### src/rtl/moesi_pkg.sv
package moesi_pkg;
  typedef enum logic [2:0] {ST_I, ST_S, ST_E, ST_O, ST_M} lineState_t;
  typedef enum logic [1:0] {BUS_GETS = 2'd0, BUS_GETM = 2'd1, BUS_PUT = 2'd2} busKind_t;
  typedef enum logic [1:0] {OP_LOAD = 2'd0, OP_STORE = 2'd1, OP_EVICT = 2'd2} localOp_t;
  typedef enum logic [1:0] {PROTO_MOESI, PROTO_MESI, PROTO_MSI} protocol_t;

  typedef struct packed {
    logic       snoopWr;
    lineState_t snoopNext;
    logic       localWr;
    lineState_t localNext;
    logic       respValid;
    logic       respGrant;
    logic       busValid;
    busKind_t   busKind;
    logic       busVictim;
    logic       supply;
    logic       shared;
  } strobe_t;
endpackage

### src/rtl/moesi_datapath.sv
module moesi_datapath
  import moesi_pkg::*;
#(
  parameter int ADDR_W = 12,
  parameter int NUM_LINES = 16,
  parameter protocol_t PROTO = PROTO_MOESI
) (
  input  logic              clk,
  input  logic              rst,
  input  strobe_t           str,
  input  logic [ADDR_W-1:0] localAddr,
  input  logic [ADDR_W-1:0] snoopAddr,
  input  logic              localValid,
  input  logic              snoopValid,
  output lineState_t        localRdState,
  output logic [ADDR_W-$clog2(NUM_LINES)-1:0] localRdTag,
  output lineState_t        snoopRdState,
  output logic [ADDR_W-$clog2(NUM_LINES)-1:0] snoopRdTag,
  output logic              respValid,
  output logic              respGrant,
  output logic              busValid,
  output logic [1:0]        busKind,
  output logic [ADDR_W-1:0] busAddr,
  output logic              snoopSupply,
  output logic              snoopShared
);
  localparam int IDX_W = $clog2(NUM_LINES);
  localparam int TAG_W = ADDR_W - IDX_W;

  lineState_t stateArr [NUM_LINES];
  logic [TAG_W-1:0] tagArr [NUM_LINES];

  logic [IDX_W-1:0] lIdx, sIdx;
  assign lIdx = localAddr[IDX_W-1:0];
  assign sIdx = snoopAddr[IDX_W-1:0];

  assign localRdState = stateArr[lIdx];
  assign localRdTag   = tagArr[lIdx];
  assign snoopRdState = stateArr[sIdx];
  assign snoopRdTag   = tagArr[sIdx];

  always_ff @(posedge clk) begin
    if (rst) begin
      for (int i = 0; i < NUM_LINES; i++) begin
        stateArr[i] <= ST_I;
        tagArr[i]   <= '0;
      end
      respValid   <= 1'b0;
      respGrant   <= 1'b0;
      busValid    <= 1'b0;
      busKind     <= 2'd0;
      busAddr     <= '0;
      snoopSupply <= 1'b0;
      snoopShared <= 1'b0;
    end else begin
      if (str.snoopWr) stateArr[sIdx] <= str.snoopNext;
      if (str.localWr) begin
        stateArr[lIdx] <= str.localNext;
        tagArr[lIdx]   <= localAddr[ADDR_W-1:IDX_W];
      end
      respValid   <= str.respValid;
      respGrant   <= str.respGrant;
      busValid    <= str.busValid;
      busKind     <= str.busKind;
      busAddr     <= str.busVictim ? {localRdTag, lIdx} : localAddr;
      snoopSupply <= str.supply;
      snoopShared <= str.shared;
    end
  end

  // Registered outputs must trace back to a request in the previous cycle.
  assert_bus_from_req_R3: assert property (@(posedge clk) disable iff (rst)
    busValid |-> $past(localValid))
    else $error("bus transaction without a local request");
  assert_supply_from_snoop_R7: assert property (@(posedge clk) disable iff (rst)
    (snoopSupply || snoopShared) |-> $past(snoopValid))
    else $error("snoop response without a snoop");
  assert_grant_in_resp_R2: assert property (@(posedge clk) disable iff (rst)
    respGrant |-> respValid)
    else $error("grant outside a response");
  assert_quiet_after_reset_R1: assert property (@(posedge clk) disable iff (rst)
    $past(rst) |-> (!busValid && !respValid && !snoopSupply))
    else $error("outputs active right after reset");

  if (PROTO == PROTO_MSI) begin : g_noE
    assert_msi_no_e_R12: assert property (@(posedge clk) disable iff (rst)
      !(str.localWr && str.localNext == ST_E) && !(str.snoopWr && str.snoopNext == ST_E))
      else $error("E state written in MSI mode");
  end
  if (PROTO != PROTO_MOESI) begin : g_noO
    assert_no_owned_R12: assert property (@(posedge clk) disable iff (rst)
      !(str.localWr && str.localNext == ST_O) && !(str.snoopWr && str.snoopNext == ST_O))
      else $error("O state written without MOESI");
  end
endmodule

### src/rtl/moesi_control.sv
module moesi_control
  import moesi_pkg::*;
#(
  parameter int ADDR_W = 12,
  parameter int NUM_LINES = 16,
  parameter protocol_t PROTO = PROTO_MOESI
) (
  input  logic              clk,
  input  logic              rst,
  input  logic              localValid,
  input  logic [1:0]        localOp,
  input  logic [ADDR_W-1:0] localAddr,
  input  logic              localShared,
  input  logic              snoopValid,
  input  logic [1:0]        snoopKind,
  input  logic [ADDR_W-1:0] snoopAddr,
  input  lineState_t        localRdState,
  input  logic [ADDR_W-$clog2(NUM_LINES)-1:0] localRdTag,
  input  lineState_t        snoopRdState,
  input  logic [ADDR_W-$clog2(NUM_LINES)-1:0] snoopRdTag,
  output strobe_t           str
);
  localparam int IDX_W = $clog2(NUM_LINES);

  busKind_t   sKind;
  localOp_t   lOp;
  logic       snoopMatch, tagHit, present, conflict, sameLine;
  lineState_t curState;

  assign sKind = busKind_t'(snoopKind);
  assign lOp   = localOp_t'(localOp);
  assign snoopMatch = snoopValid && snoopRdState != ST_I
                      && snoopRdTag == snoopAddr[ADDR_W-1:IDX_W];
  assign sameLine = snoopAddr == localAddr;

  always_comb begin
    str = '0;
    str.snoopNext = snoopRdState;
    str.localNext = ST_I;
    str.busKind   = BUS_GETS;
    // Snooped transaction: applied first.
    if (snoopMatch) begin
      case (sKind)
        BUS_GETS: begin
          str.shared = 1'b1;
          case (snoopRdState)
            ST_M: begin
              str.supply    = 1'b1;
              str.snoopNext = (PROTO == PROTO_MOESI) ? ST_O : ST_S;
            end
            ST_O: str.supply = 1'b1;
            ST_E: str.snoopNext = ST_S;
            default: ;
          endcase
        end
        BUS_GETM: begin
          str.supply    = (snoopRdState == ST_M) || (snoopRdState == ST_O);
          str.snoopNext = ST_I;
        end
        default: ;
      endcase
      str.snoopWr = (sKind != BUS_PUT);
    end
    // Local request sees the post-snoop state of its line.
    curState = (snoopMatch && sameLine) ? str.snoopNext : localRdState;
    tagHit   = localRdTag == localAddr[ADDR_W-1:IDX_W];
    present  = curState != ST_I && tagHit;
    conflict = curState != ST_I && !tagHit;
    if (localValid) begin
      str.respValid = 1'b1;
      if (conflict && lOp != OP_EVICT) begin
        str.localWr   = 1'b1;
        str.localNext = ST_I;
        str.busVictim = 1'b1;
        str.busKind   = BUS_PUT;
        str.busValid  = (curState == ST_M) || (curState == ST_O);
      end else begin
        str.respGrant = 1'b1;
        case (lOp)
          OP_LOAD: if (!present) begin
            str.busValid  = 1'b1;
            str.busKind   = BUS_GETS;
            str.localWr   = 1'b1;
            str.localNext = (!localShared && PROTO != PROTO_MSI) ? ST_E : ST_S;
          end
          OP_STORE: if (!present || curState != ST_M) begin
            str.localWr   = 1'b1;
            str.localNext = ST_M;
            if (!(present && curState == ST_E)) begin
              str.busValid = 1'b1;
              str.busKind  = BUS_GETM;
            end
          end
          OP_EVICT: if (present) begin
            str.localWr   = 1'b1;
            str.localNext = ST_I;
            str.busKind   = BUS_PUT;
            str.busValid  = (curState == ST_M) || (curState == ST_O);
          end
          default: ;
        endcase
      end
    end
  end

  // A granted store always ends with the line in M.
  assert_store_owns_R4: assert property (@(posedge clk) disable iff (rst)
    (localValid && lOp == OP_STORE && str.respGrant)
      |-> (str.localWr ? str.localNext == ST_M : curState == ST_M))
    else $error("granted store without M");
  // Only an owner (M or O) supplies data.
  assert_owner_supplies_R6: assert property (@(posedge clk) disable iff (rst)
    str.supply |-> (snoopRdState == ST_M || snoopRdState == ST_O))
    else $error("non-owner supplied data");
endmodule

### src/rtl/moesi_ctrl.sv
module moesi_ctrl
  import moesi_pkg::*;
#(
  parameter int ADDR_W = 12,
  parameter int NUM_LINES = 16,
  parameter protocol_t PROTO = PROTO_MOESI
) (
  input  logic              clk,
  input  logic              rst,
  input  logic              localValid,
  input  logic [1:0]        localOp,
  input  logic [ADDR_W-1:0] localAddr,
  input  logic              localShared,
  input  logic              snoopValid,
  input  logic [1:0]        snoopKind,
  input  logic [ADDR_W-1:0] snoopAddr,
  output logic              respValid,
  output logic              respGrant,
  output logic              busValid,
  output logic [1:0]        busKind,
  output logic [ADDR_W-1:0] busAddr,
  output logic              snoopSupply,
  output logic              snoopShared
);
  localparam int TAG_W = ADDR_W - $clog2(NUM_LINES);

  strobe_t          str;
  lineState_t       localRdState, snoopRdState;
  logic [TAG_W-1:0] localRdTag, snoopRdTag;

  moesi_control #(.ADDR_W(ADDR_W), .NUM_LINES(NUM_LINES), .PROTO(PROTO)) u_control (
    .clk(clk), .rst(rst),
    .localValid(localValid), .localOp(localOp), .localAddr(localAddr),
    .localShared(localShared), .snoopValid(snoopValid), .snoopKind(snoopKind),
    .snoopAddr(snoopAddr), .localRdState(localRdState), .localRdTag(localRdTag),
    .snoopRdState(snoopRdState), .snoopRdTag(snoopRdTag), .str(str)
  );

  moesi_datapath #(.ADDR_W(ADDR_W), .NUM_LINES(NUM_LINES), .PROTO(PROTO)) u_datapath (
    .clk(clk), .rst(rst), .str(str),
    .localAddr(localAddr), .snoopAddr(snoopAddr),
    .localValid(localValid), .snoopValid(snoopValid),
    .localRdState(localRdState), .localRdTag(localRdTag),
    .snoopRdState(snoopRdState), .snoopRdTag(snoopRdTag),
    .respValid(respValid), .respGrant(respGrant),
    .busValid(busValid), .busKind(busKind), .busAddr(busAddr),
    .snoopSupply(snoopSupply), .snoopShared(snoopShared)
  );
endmodule

### config.mk
export PLATFORM = sky130hd
export DESIGN_NAME = moesi_ctrl
export DESIGN_NICKNAME = d
export VERILOG_FILES = /design/src/rtl/moesi_pkg.sv /design/src/rtl/moesi_datapath.sv /design/src/rtl/moesi_control.sv /design/src/rtl/moesi_ctrl.sv
export SDC_FILE = /design/constraint.sdc
export NUM_CORES = 1
export LEC_CHECK = 0
export BUFFER_PORTS_ARGS = -buffer_cell sky130_fd_sc_hd__buf_2
export CORE_MARGIN = 2
export CORE_UTILIZATION = 60
export DETAILED_ROUTE_END_ITERATION = 6
export GPL_TIMING_DRIVEN = 1
export PLACE_DENSITY = 0.76
export SLEW_MARGIN = 20
export SYNTH_ARGS = -nofsm -noshare
export SYNTH_HDL_FRONTEND = slang
export SYNTH_HIERARCHICAL = 1
export SYNTH_SLANG_ARGS = --single-unit
### constraint.sdc
create_clock -name clk -period 14 [get_ports clk]
set_input_delay 1.4 -clock clk [delete_from_list [all_inputs] [get_ports clk]]
set_output_delay 1.4 -clock clk [all_outputs]
set_load 0.01 [all_outputs]
==> metrics.txt, run 1 <==
Layout area overhead 8.09%; number of synthesized flops with an enable pin 176; largest net degree at the start of global routing 53; unrepaired setup endpoints after global routing no; synth top area cells edfxtp_1, mux4_2, mux4_1, and2_1, and3_1; Yosys Warn Count 6; clock root buffer clkbuf_16; Starting Density 61.7%; WL/cell 29.7 um; CP max FO 49; Tot Pwr ~1300 uW; most common cell in the netlist edfxtp_1; hold_buf cts 0; CP max stage delay 0.85 ns; Synth Flop Type edfxtp_1; top cell type's share of synthesized area between 40% and 50%; Reg clk slew, reported paths 0.07 ns; setup TNS 0 ns; post-route ant nets 0; post-DP HPWL 22200 um; Placed Cells 1101; fin crit share 54.1%; Yosys cell types 52; Max clock buf depth 2; total CTS buffers 17; CTS-repair resized insts 0; DRC viols 0; fmax 132 MHz; First DRT Iteration DRCs 1244; Row Count 50; routed via count just over 8000; max cap viols 0; Crit. End Element flop; Pwr Density around 110 nW/um^2; die height 143 um; I/O pins 52; vias per cell 7.30; final wirelength around 34000 um; vias in the first global route ~8000; gpl congestion roughly 0.95; FF+latch count, synth 195; Yosys top cell by area edfxtp_1; Layout Cells excl Fill approximately 1100; Post-synth top cells edfxtp_1, and2_1, mux4_2; chip width 143 um; syn nets 890; share of cells above drive strength 1 25.3%; maximum vdd drop between 0.09 and 0.1 mV; final worst clock skew 0.0147 ns; CP Class in -> reg; # setup viols final 0; Leakage 0.00487 uW; Filler cells 1329; first-pass GRT wire length approximately 50000 um; Clock Latency Late Sink 0.45 ns; Worst EP arrival between 7 and 8 ns; sequential share of the synthesized area 48.6%; Worst path slowest cell nor2_2; H-tree depth 4; initial antenna violation count 1; DR pass1 iterations 5; status finished clean; die area 20600 um^2; crit path cell chain buf_2, buf_4, mux4_1, mux4_2, xnor2_1, nand4_1, or3_1, or4_1, mux2i_4, a2bb2oi_1, o211ai_1, nand4b_1, nor2_2, or2_2; # nets final 894; max-slew violations 0; Worst EP required 14.10 ns; CTS tree done; Tmin final 7.58 ns; mapped cell area 11700 um^2; CORE AREA 18900 um^2; Total GRT Usage 34.2%; Worst-Margin Slew between 1 and 1.5 ns; Overflow after GRT 0; Mapped Avg Cell Area between 10 and 15 um^2; ys async rst share 0%; Post-CTS Setup Inserts 0; relative slew slack 22.1%; CP Launch Type input port; HP Class reg -> reg; Gate Count Post-Synth 857; final hold vios 0; I/O Buffers between 50 and 60; clk sinks 195
[final timing paths]
check,startpoint,to,slack (ns),cells after the start
worst max-delay path,snoopAddr[0],u_datapath/tagArr[14][1]$_SDFFCE_PN0P_,6.42,14
worst min-delay path,u_datapath/tagArr[15][1]$_SDFFCE_PN0P_,u_datapath/busAddr[5]$_SDFF_PP0_,0.85,3
worst max register to register,u_datapath/tagArr[13][6]$_SDFFCE_PN0P_,u_datapath/tagArr[14][1]$_SDFFCE_PN0P_,7.82,12
worst min register to register,u_datapath/tagArr[15][1]$_SDFFCE_PN0P_,u_datapath/busAddr[5]$_SDFF_PP0_,0.85,3
[stage by stage]
stage	setup WS, ns	util (%)	hold slack (ns)	cell area (um^2)
6_report	6.42	66.7	0.853	12600
5_1_grt	6.28	66.7	0.877	12600
4_1_cts	6.55	66.6	0.847	12600
3_5_place_dp	6.09	63.6	0.827	12000
3_3_place_gp	5.96	63.5	0.798	12000
2_1_floorplan	8.06	-	0.751	11700
[power by group]
| part | total (uW) | internal, uW | leakage [uW] | switching (uW) |
|---|---|---|---|---|
| sequential | 671 | 657 | 0.00198 | 14.2 |
| combinational | 188 | 76.8 | 0.00262 | 111 |
| clock | 473 | 238 | 0.000262 | 235 |
[kinds of logic after synthesis]
| group | Yosys count | share of synthesized area [%] |
|---|---|---|
| AOI/OAI and AO/OA | 58 | 3.46 |
| and+or+nand+nor | 325 | 16.0 |
| muxes | 155 | 25.9 |
| buffers and inverters | 94 | 3.79 |
| xor gates and xnor gates | 30 | 2.25 |
| DFF | 195 | 48.6 |
[state kept, by name, summed over array words and instances (netlist names)]
register                flops
u_datapath/busAddr         12
u_datapath/busKind          2
u_datapath/busValid         1
u_datapath/respGrant        1
u_datapath/respValid        1
u_datapath/snoopShared      1
u_datapath/snoopSupply      1
u_datapath/stateArr        48
u_datapath/tagArr         128
[critical path: cells and delay by family]
| kind | cells | cell delay (ns) |
|---|---|---|
| buffers and inverters | 2 | 0.70 |
| xor gates and xnor gates | 1 | 0.23 |
| and+or+nand+nor | 6 | 3.19 |
| muxes | 3 | 1.55 |
| AOI/OAI and AO/OA | 2 | 0.54 |
[layout by cell type (no fill, tap or decap), types with 14 or more instances in the layout]
master / netlist / layout
edfxtp_1: 176 / 176
and2_1: 76 / 76
mux4_2: 68 / 68
and3_1: 65 / 65
buf_2: 19 / 51
nor2_1: 51 / 46
mux4_1: 35 / 35
nand3_1: 29 / 29
mux2i_1: 26 / 26
mux2_2: 24 / 24
o31ai_1: 24 / 24
xnor2_1: 21 / 21
nand2_1: 20 / 20
dfxtp_1: 19 / 19
buf_4: 2 / 18
clkbuf_16: 0 / 17
nor2b_1: 17 / 17
or2_2: 14 / 14
[per-layer routing]
metal	share of wire, %	wire (um)	up-vias	global-route usage (%)
li1	-	-	3375	-
met1	36	12300	4099	46.2
met2	46	15700	704	52.5
met3	13	4510	106	10.6
met4	3.7	1260	0	13.3
met5	0	0	-	0
[final cells by class]
cell class,instances,area [um^2],area share (%)
clock buffers,19,443,3.52
inverters,9,33.8,0.268
well taps,260,325,2.58
multi-input cells,568,5610,44.5
flip-flops and latches,195,5670,45.0
diodes,1,2.50,0.0199
clock inverters,13,119,0.943
repair buffers,70,405,3.22
(Power assumes the default switching activity.)
==> inputs of run 2 (changes only) <==
--- a/config.mk
+++ b/config.mk
@@ -5,6 +5,7 @@
 export SDC_FILE = /design/constraint.sdc
 export NUM_CORES = 1
 export LEC_CHECK = 0
+export ABC_AREA = 1
 export BUFFER_PORTS_ARGS = -buffer_cell sky130_fd_sc_hd__buf_2
 export CORE_MARGIN = 2
 export CORE_UTILIZATION = 60
==> constraint.sdc (replaced) <==
create_clock -name clk -period 7.1 [get_ports clk]
set_input_delay 0.71 -clock clk [delete_from_list [all_inputs] [get_ports clk]]
set_output_delay 0.71 -clock clk [all_outputs]
set_load 0.01 [all_outputs]
==> metrics.txt, run 2 <==
fin crit share 82.8%; simple-gate share of the synthesized area between 30% and 40%; max cap viols 0; unrepaired setup endpoints after global routing no; post-synthesis mux area share 0%; die area slightly above 20000 um^2; fmax 170 MHz; pre-CTS setup slack 1.04 ns; vias in the first global route 9874; Row Count 50; maximum vdd drop roughly 0.18 mV; instance count on the critical path 26; max layer used met4; number of synthesized flops with an enable pin 176; setup slack, reg-to-reg 2.31 ns; First DRT Iteration DRCs 1556; max-slew violations 0; Top cell by count, worst path nand2_1; Max clock buf depth 2; die height between 100 and 150 um; Reg clk slew, reported paths 0.07 ns; Overflow after GRT 0; routed via count 10600; Leakage between 0.005 and 0.006 uW; largest net degree at the start of global routing 72; setup TNS 0 ns; Filler cells 1546; CORE AREA roughly 19000 um^2; Clock Latency Late Sink 0.45 ns; wl on met1 13200 um; ys async rst share 0%; most flop-heavy register u_datapath/tagArr; metal3 WL 4990 um; # nets final 1472; reg2reg end u_datapath/stateArr[15][2]$_DFFE_PP_; sequential share of the synthesized area between 40% and 50%; I/O pins 52; mapped cell area 11400 um^2; total CTS buffers 17; Mapped Avg Cell Area 7.95 um^2; Tmin final slightly below 6 ns; Yosys cell types 40; synth top area cells edfxtp_1, nand2_1, a22oi_1, nor2_1, dfxtp_1; worst hold margin 0.533 ns; largest family of logic cells by synthesized area simple AND/OR/NAND/NOR gates; clock root buffer clkbuf_16; DR pass1 iterations 7; HP Class in -> reg; vias per cell 6.28; CP Launch Type input port; gpl congestion 1.02; chip width 142 um; Pwr Density ~220 nW/um^2; Yosys top cell by area edfxtp_1; Total GRT Usage between 30% and 40%; Post-synth top cells nand2_1, nor2_1, edfxtp_1; Worst path slowest cell nand2_1; first-pass GRT wire length about 56000 um; final core utilization 65.8%; hold_buf cts 0; Layout area overhead 8.00%; Crit. End Element flop; Worst EP arrival 6.04 ns; FF-to-FF Start u_datapath/tagArr[4][7]$_SDFFCE_PN0P_; DRC viols 0; Synth Area in Adders 0%; final hold vios 0; post-DP HPWL between 20000 and 30000 um; most frequent cells in the layout nand2_1, nor2_1, edfxtp_1, a22oi_1, inv_1; worst setup path startpoint snoopAddr[0]; FF+latch count, synth 195; H-tree depth 4; final wirelength roughly 37000 um; Synth Flop Type edfxtp_1; Post-Synth XOR/XNOR Area 1.37%; commonest non-fill, non-tap cell in the layout nand2_1; CP max FO 20; Worst Setup EP u_datapath/stateArr[15][2]$_DFFE_PP_; cells on worst reg2reg path 22; Buf/Inv on CP 4; relative slew slack between 30% and 40%; hold depth 3; # setup viols final 0; CTS tree done; post-route ant nets 0; top cell type's share of synthesized area 46.3%; clk sinks 195; initial antenna violation count 1; Placed Cells 1654; Gate Count Post-Synth between 1000 and 1500; Worst EP required 7.26 ns; WL/cell 21.8 um; CP delay by family, top simple AND/OR/NAND/NOR gates; share of cells above drive strength 1 between 10 and 15%; Post-CTS Setup Inserts 0; final worst clock skew 0.0148 ns; CTS-repair resized insts 0; most common cell in the netlist nand2_1; met2 routed WL 16600 um; Layout Cells excl Fill roughly 1700; I/O Buffers 51; CP Class in -> reg; CP max stage delay slightly above 0.6 ns; Setup WS post-layout 1.22 ns; Compound-Gate Fraction of Synth Area 11.4%; Starting Density 61.0%; max FFs per register 128; Yosys Warn Count 6; largest registers u_datapath/tagArr (128), u_datapath/stateArr (48), u_datapath/busAddr (12); status finished clean; Worst-Margin Slew 0.941 ns; syn nets between 1000 and 1500
[run 2: changes by cell type in the layout (fill, tap and decap cells not counted), sizes merged, moves of 25 or more]
cell and delta:
mux2i -27, nand2 +570, a22oi +112, o22ai +49, inv +75, mux2 -25, mux4 -103, and3 -64
nor2 +146, and2 -75
[run 2: worst min path at each step]
stage,slack [ns],startpoint,end
floorplan,0.75,u_datapath/tagArr[8][6]$_SDFFCE_PN0P_,u_datapath/busAddr[10]$_SDFF_PP0_
global placement,0.81,u_datapath/tagArr[9][0]$_SDFFCE_PN0P_,u_datapath/busAddr[4]$_SDFF_PP0_
global route,0.55,localValid,u_datapath/respValid$_SDFF_PP0_
CTS,0.53,localValid,u_datapath/respValid$_SDFF_PP0_
finish,0.53,localValid,u_datapath/respValid$_SDFF_PP0_
detailed placement,0.82,u_datapath/tagArr[12][0]$_SDFFCE_PN0P_,u_datapath/busAddr[4]$_SDFF_PP0_
[run 2: cell type report]
class | instances | area, um^2 | share of cell area, %
clock buffers | 24 | 534 | 4.34
inverters | 90 | 338 | 2.74
repair buffers | 72 | 413 | 3.35
clock inverters | 8 | 62.6 | 0.508
well taps | 234 | 293 | 2.38
diodes | 1 | 2.50 | 0.0203
flip-flops and latches | 195 | 5670 | 46.0
multi-input cells | 1063 | 5010 | 40.7
[run 2: power breakdown]
part	total, uW	internal [uW]	switching (uW)
Clock	961	532	429
Combinational	398	110	288
Sequential	1330	1300	29.3
[run 2: through the flow]
| step | instance area (um^2) | power [uW] |
|---|---|---|
| after floorplan | 11400 | 1600 |
| after global placement | 11700 | 1730 |
| after detailed placement | 11700 | 1730 |
| after CTS | 12300 | 2670 |
| after global routing | 12300 | 2770 |
| final | 12300 | 2690 |
[run 2: logic make-up after synthesis]
group	Yosys count
AND/OR/NAND/NOR	858
flip-flops	195
XOR/XNOR	17
AO/OA/AOI/OAI	188
buffers and inverters	176
[run 2: tightest hold or removal path: stages]
cell and delay [ns]:
buf_2 0.14, inv_1 0.06, nor2_1 0.03
[run 2: routing by layer]
metal  vias up  global-route usage [%]
met5         -                       0
met3       167                    9.38
met1      4853                    48.8
li1       4780                       -
met2       789                    57.3
met4         0                    19.9
==> inputs of run 3 (changes only) <==
==> constraint.sdc (replaced) <==
create_clock -name clk -period 5.5 [get_ports clk]
set_input_delay 0.55 -clock clk [delete_from_list [all_inputs] [get_ports clk]]
set_output_delay 0.55 -clock clk [all_outputs]
set_load 0.01 [all_outputs]
==> metrics.txt, run 3 (same netlist as run 2, synthesis figures left out) <==
failing checks DRC; ant diodes 0; setup TNS 0 ns; FF-to-FF Start u_datapath/tagArr[4][7]$_SDFFCE_PN0P_; fmax 216 MHz; CORE AREA 18700 um^2; die area 20100 um^2; worst hold endpoint u_datapath/respValid$_SDFF_PP0_; Row Count 50; CTS tree done; CP Class in -> reg; gpl congestion 1.05; unrepaired setup endpoints after global routing no; Starting Density 61.0%; total CTS buffers 17; vias in the first global route 9839; # setup viols final 0; CP Launch Type input port; hold depth 3; first-pass GRT wire length 55100 um; fin crit share roughly 84%; Hold Path Origin localValid; FF+latch area 5670 um^2; WL/cell 21.6 um; clk sinks 195; Pwr Density 276 nW/um^2; Tmin final 4.62 ns; status finished with violations; max-slew violations 0; Worst EP required 5.65 ns; maximum vdd drop 0.227 mV; largest net degree at the start of global routing between 70 and 80; cells on worst reg2reg path 22; clock root buffer clkbuf_16; Total GRT Usage 36.8%; Tot Pwr 3430 uW; Overflow after GRT 0; chip width 142 um; Layout area overhead 8.93%; Clock Latency Late Sink 0.44 ns; DRC viols 2; post-route ant nets 0; Leakage 0.00554 uW; die height 142 um; post-DP HPWL roughly 25000 um; HP Class in -> reg; initial antenna violation count 0; final wirelength 36700 um; Max clock buf depth 2; share of cells above drive strength 1 11.6%; max FFs per register 128; vias per cell 6.27; area occupied by multi-input gates roughly 5000 um^2; # nets final 1484; H-tree depth 4; max cap viols 0; relative slew slack 34.6%; final hold vios 0; commonest non-fill, non-tap cell in the layout nand2_1; Worst EP arrival approximately 4.8 ns; Reg clk slew, reported paths 0.07 ns; most frequent cells in the layout nand2_1, nor2_1, edfxtp_1, a22oi_1, inv_1; I/O pins 52; setup slack, reg-to-reg 1.14 ns; Crit. End Element flop; most flop-heavy register u_datapath/tagArr; CP max FO 44; routed via count 10600; reg2reg end u_datapath/stateArr[6][0]$_DFFE_PP_; I/O Buffers 51; Filler cells ~1600; Worst-Margin Slew 0.977 ns; Post-CTS Setup Inserts 0; hold_buf cts 0; largest registers u_datapath/tagArr (128), u_datapath/stateArr (48), u_datapath/busAddr (12); final worst clock skew around 0.009 ns; First DRT Iteration DRCs about 1900; DR pass1 iterations 7; CTS-repair resized insts 0
-- run 3: power by group --
group | leakage [uW] | internal, uW | switching [uW] | total (uW)
clock | 0.000251 | 635 | 551 | 1190
combinational | 0.00331 | 150 | 380 | 530
sequential | 0.00198 | 1670 | 36.1 | 1710
-- run 3: worst max path at each step --
stage,from,slack [ns],cells after the start,to
after detailed placement,snoopAddr[1],0.50,26,u_datapath/stateArr[6][0]$_DFFE_PP_
after CTS,snoopAddr[1],0.95,26,u_datapath/stateArr[6][0]$_DFFE_PP_
after global routing,localAddr[1],0.60,24,u_datapath/stateArr[6][1]$_DFFE_PP_
final,snoopAddr[1],0.88,26,u_datapath/stateArr[6][0]$_DFFE_PP_
after floorplan,snoopAddr[1],1.64,27,u_datapath/stateArr[2][0]$_DFFE_PP_
after global placement,snoopAddr[1],0.67,26,u_datapath/stateArr[6][0]$_DFFE_PP_
-- run 3: worst max-delay path, cell delays in order --
cell and delay (ns):
buf_2 0.17, nand2_1 0.11, clkinv_1 0.10, buf_12 0.20
a22oi_1 0.20, nand2_1 0.14, nand2_1 0.09, nand4_1 0.26
xnor2_1 0.28, nand2_1 0.09, nor2_2 0.13, nand3_4 0.12
nor2_4 0.16, nand3_1 0.12, nand2_2 0.13, nand3_4 0.10
nand2_2 0.10, nand3_4 0.09, nand3_2 0.07, nand2_1 0.05
o21ai_1 0.09, nand2_2 0.17, nor3_2 0.27, nand2_1 0.31
nand2_1 0.39, or2_2 0.21
-- run 3: metal layers --
metal / part of all wire [%] / track usage, % / up-vias
met5: 0 / 0 / -
met4: 5.2 / 20.1 / 0
met3: 13 / 5.77 / 149
met2: 45 / 57.4 / 812
met1: 37 / 49.8 / 4887
li1: - / - / 4798
-- run 3: metrics by stage --
| stage | std cells | util [%] | cell area (um^2) | hold WS (ns) | worst slack, ns |
|---|---|---|---|---|---|
| floorplan | 1434 | - | 11400 | 0.621 | 1.64 |
| global placement | 1666 | 63.5 | 11900 | 0.826 | 0.672 |
| detailed placement | 1666 | 63.5 | 11900 | 0.829 | 0.504 |
| CTS | 1698 | 66.4 | 12400 | 0.371 | 0.948 |
| global route | 1698 | 66.4 | 12400 | 0.377 | 0.598 |
| finish | 1698 | 66.4 | 12400 | 0.377 | 0.878 |
-- run 3: area by class of cell --
cell class                      instances  area share (%)
Tap cell                              234            2.36
Inverter                               90            2.72
Sequential cell                       195            45.6
Clock buffer                           23            3.69
Multi-Input combinational cell       1063            40.3
Clock inverter                          9           0.665
Timing Repair Buffer                   84            4.65
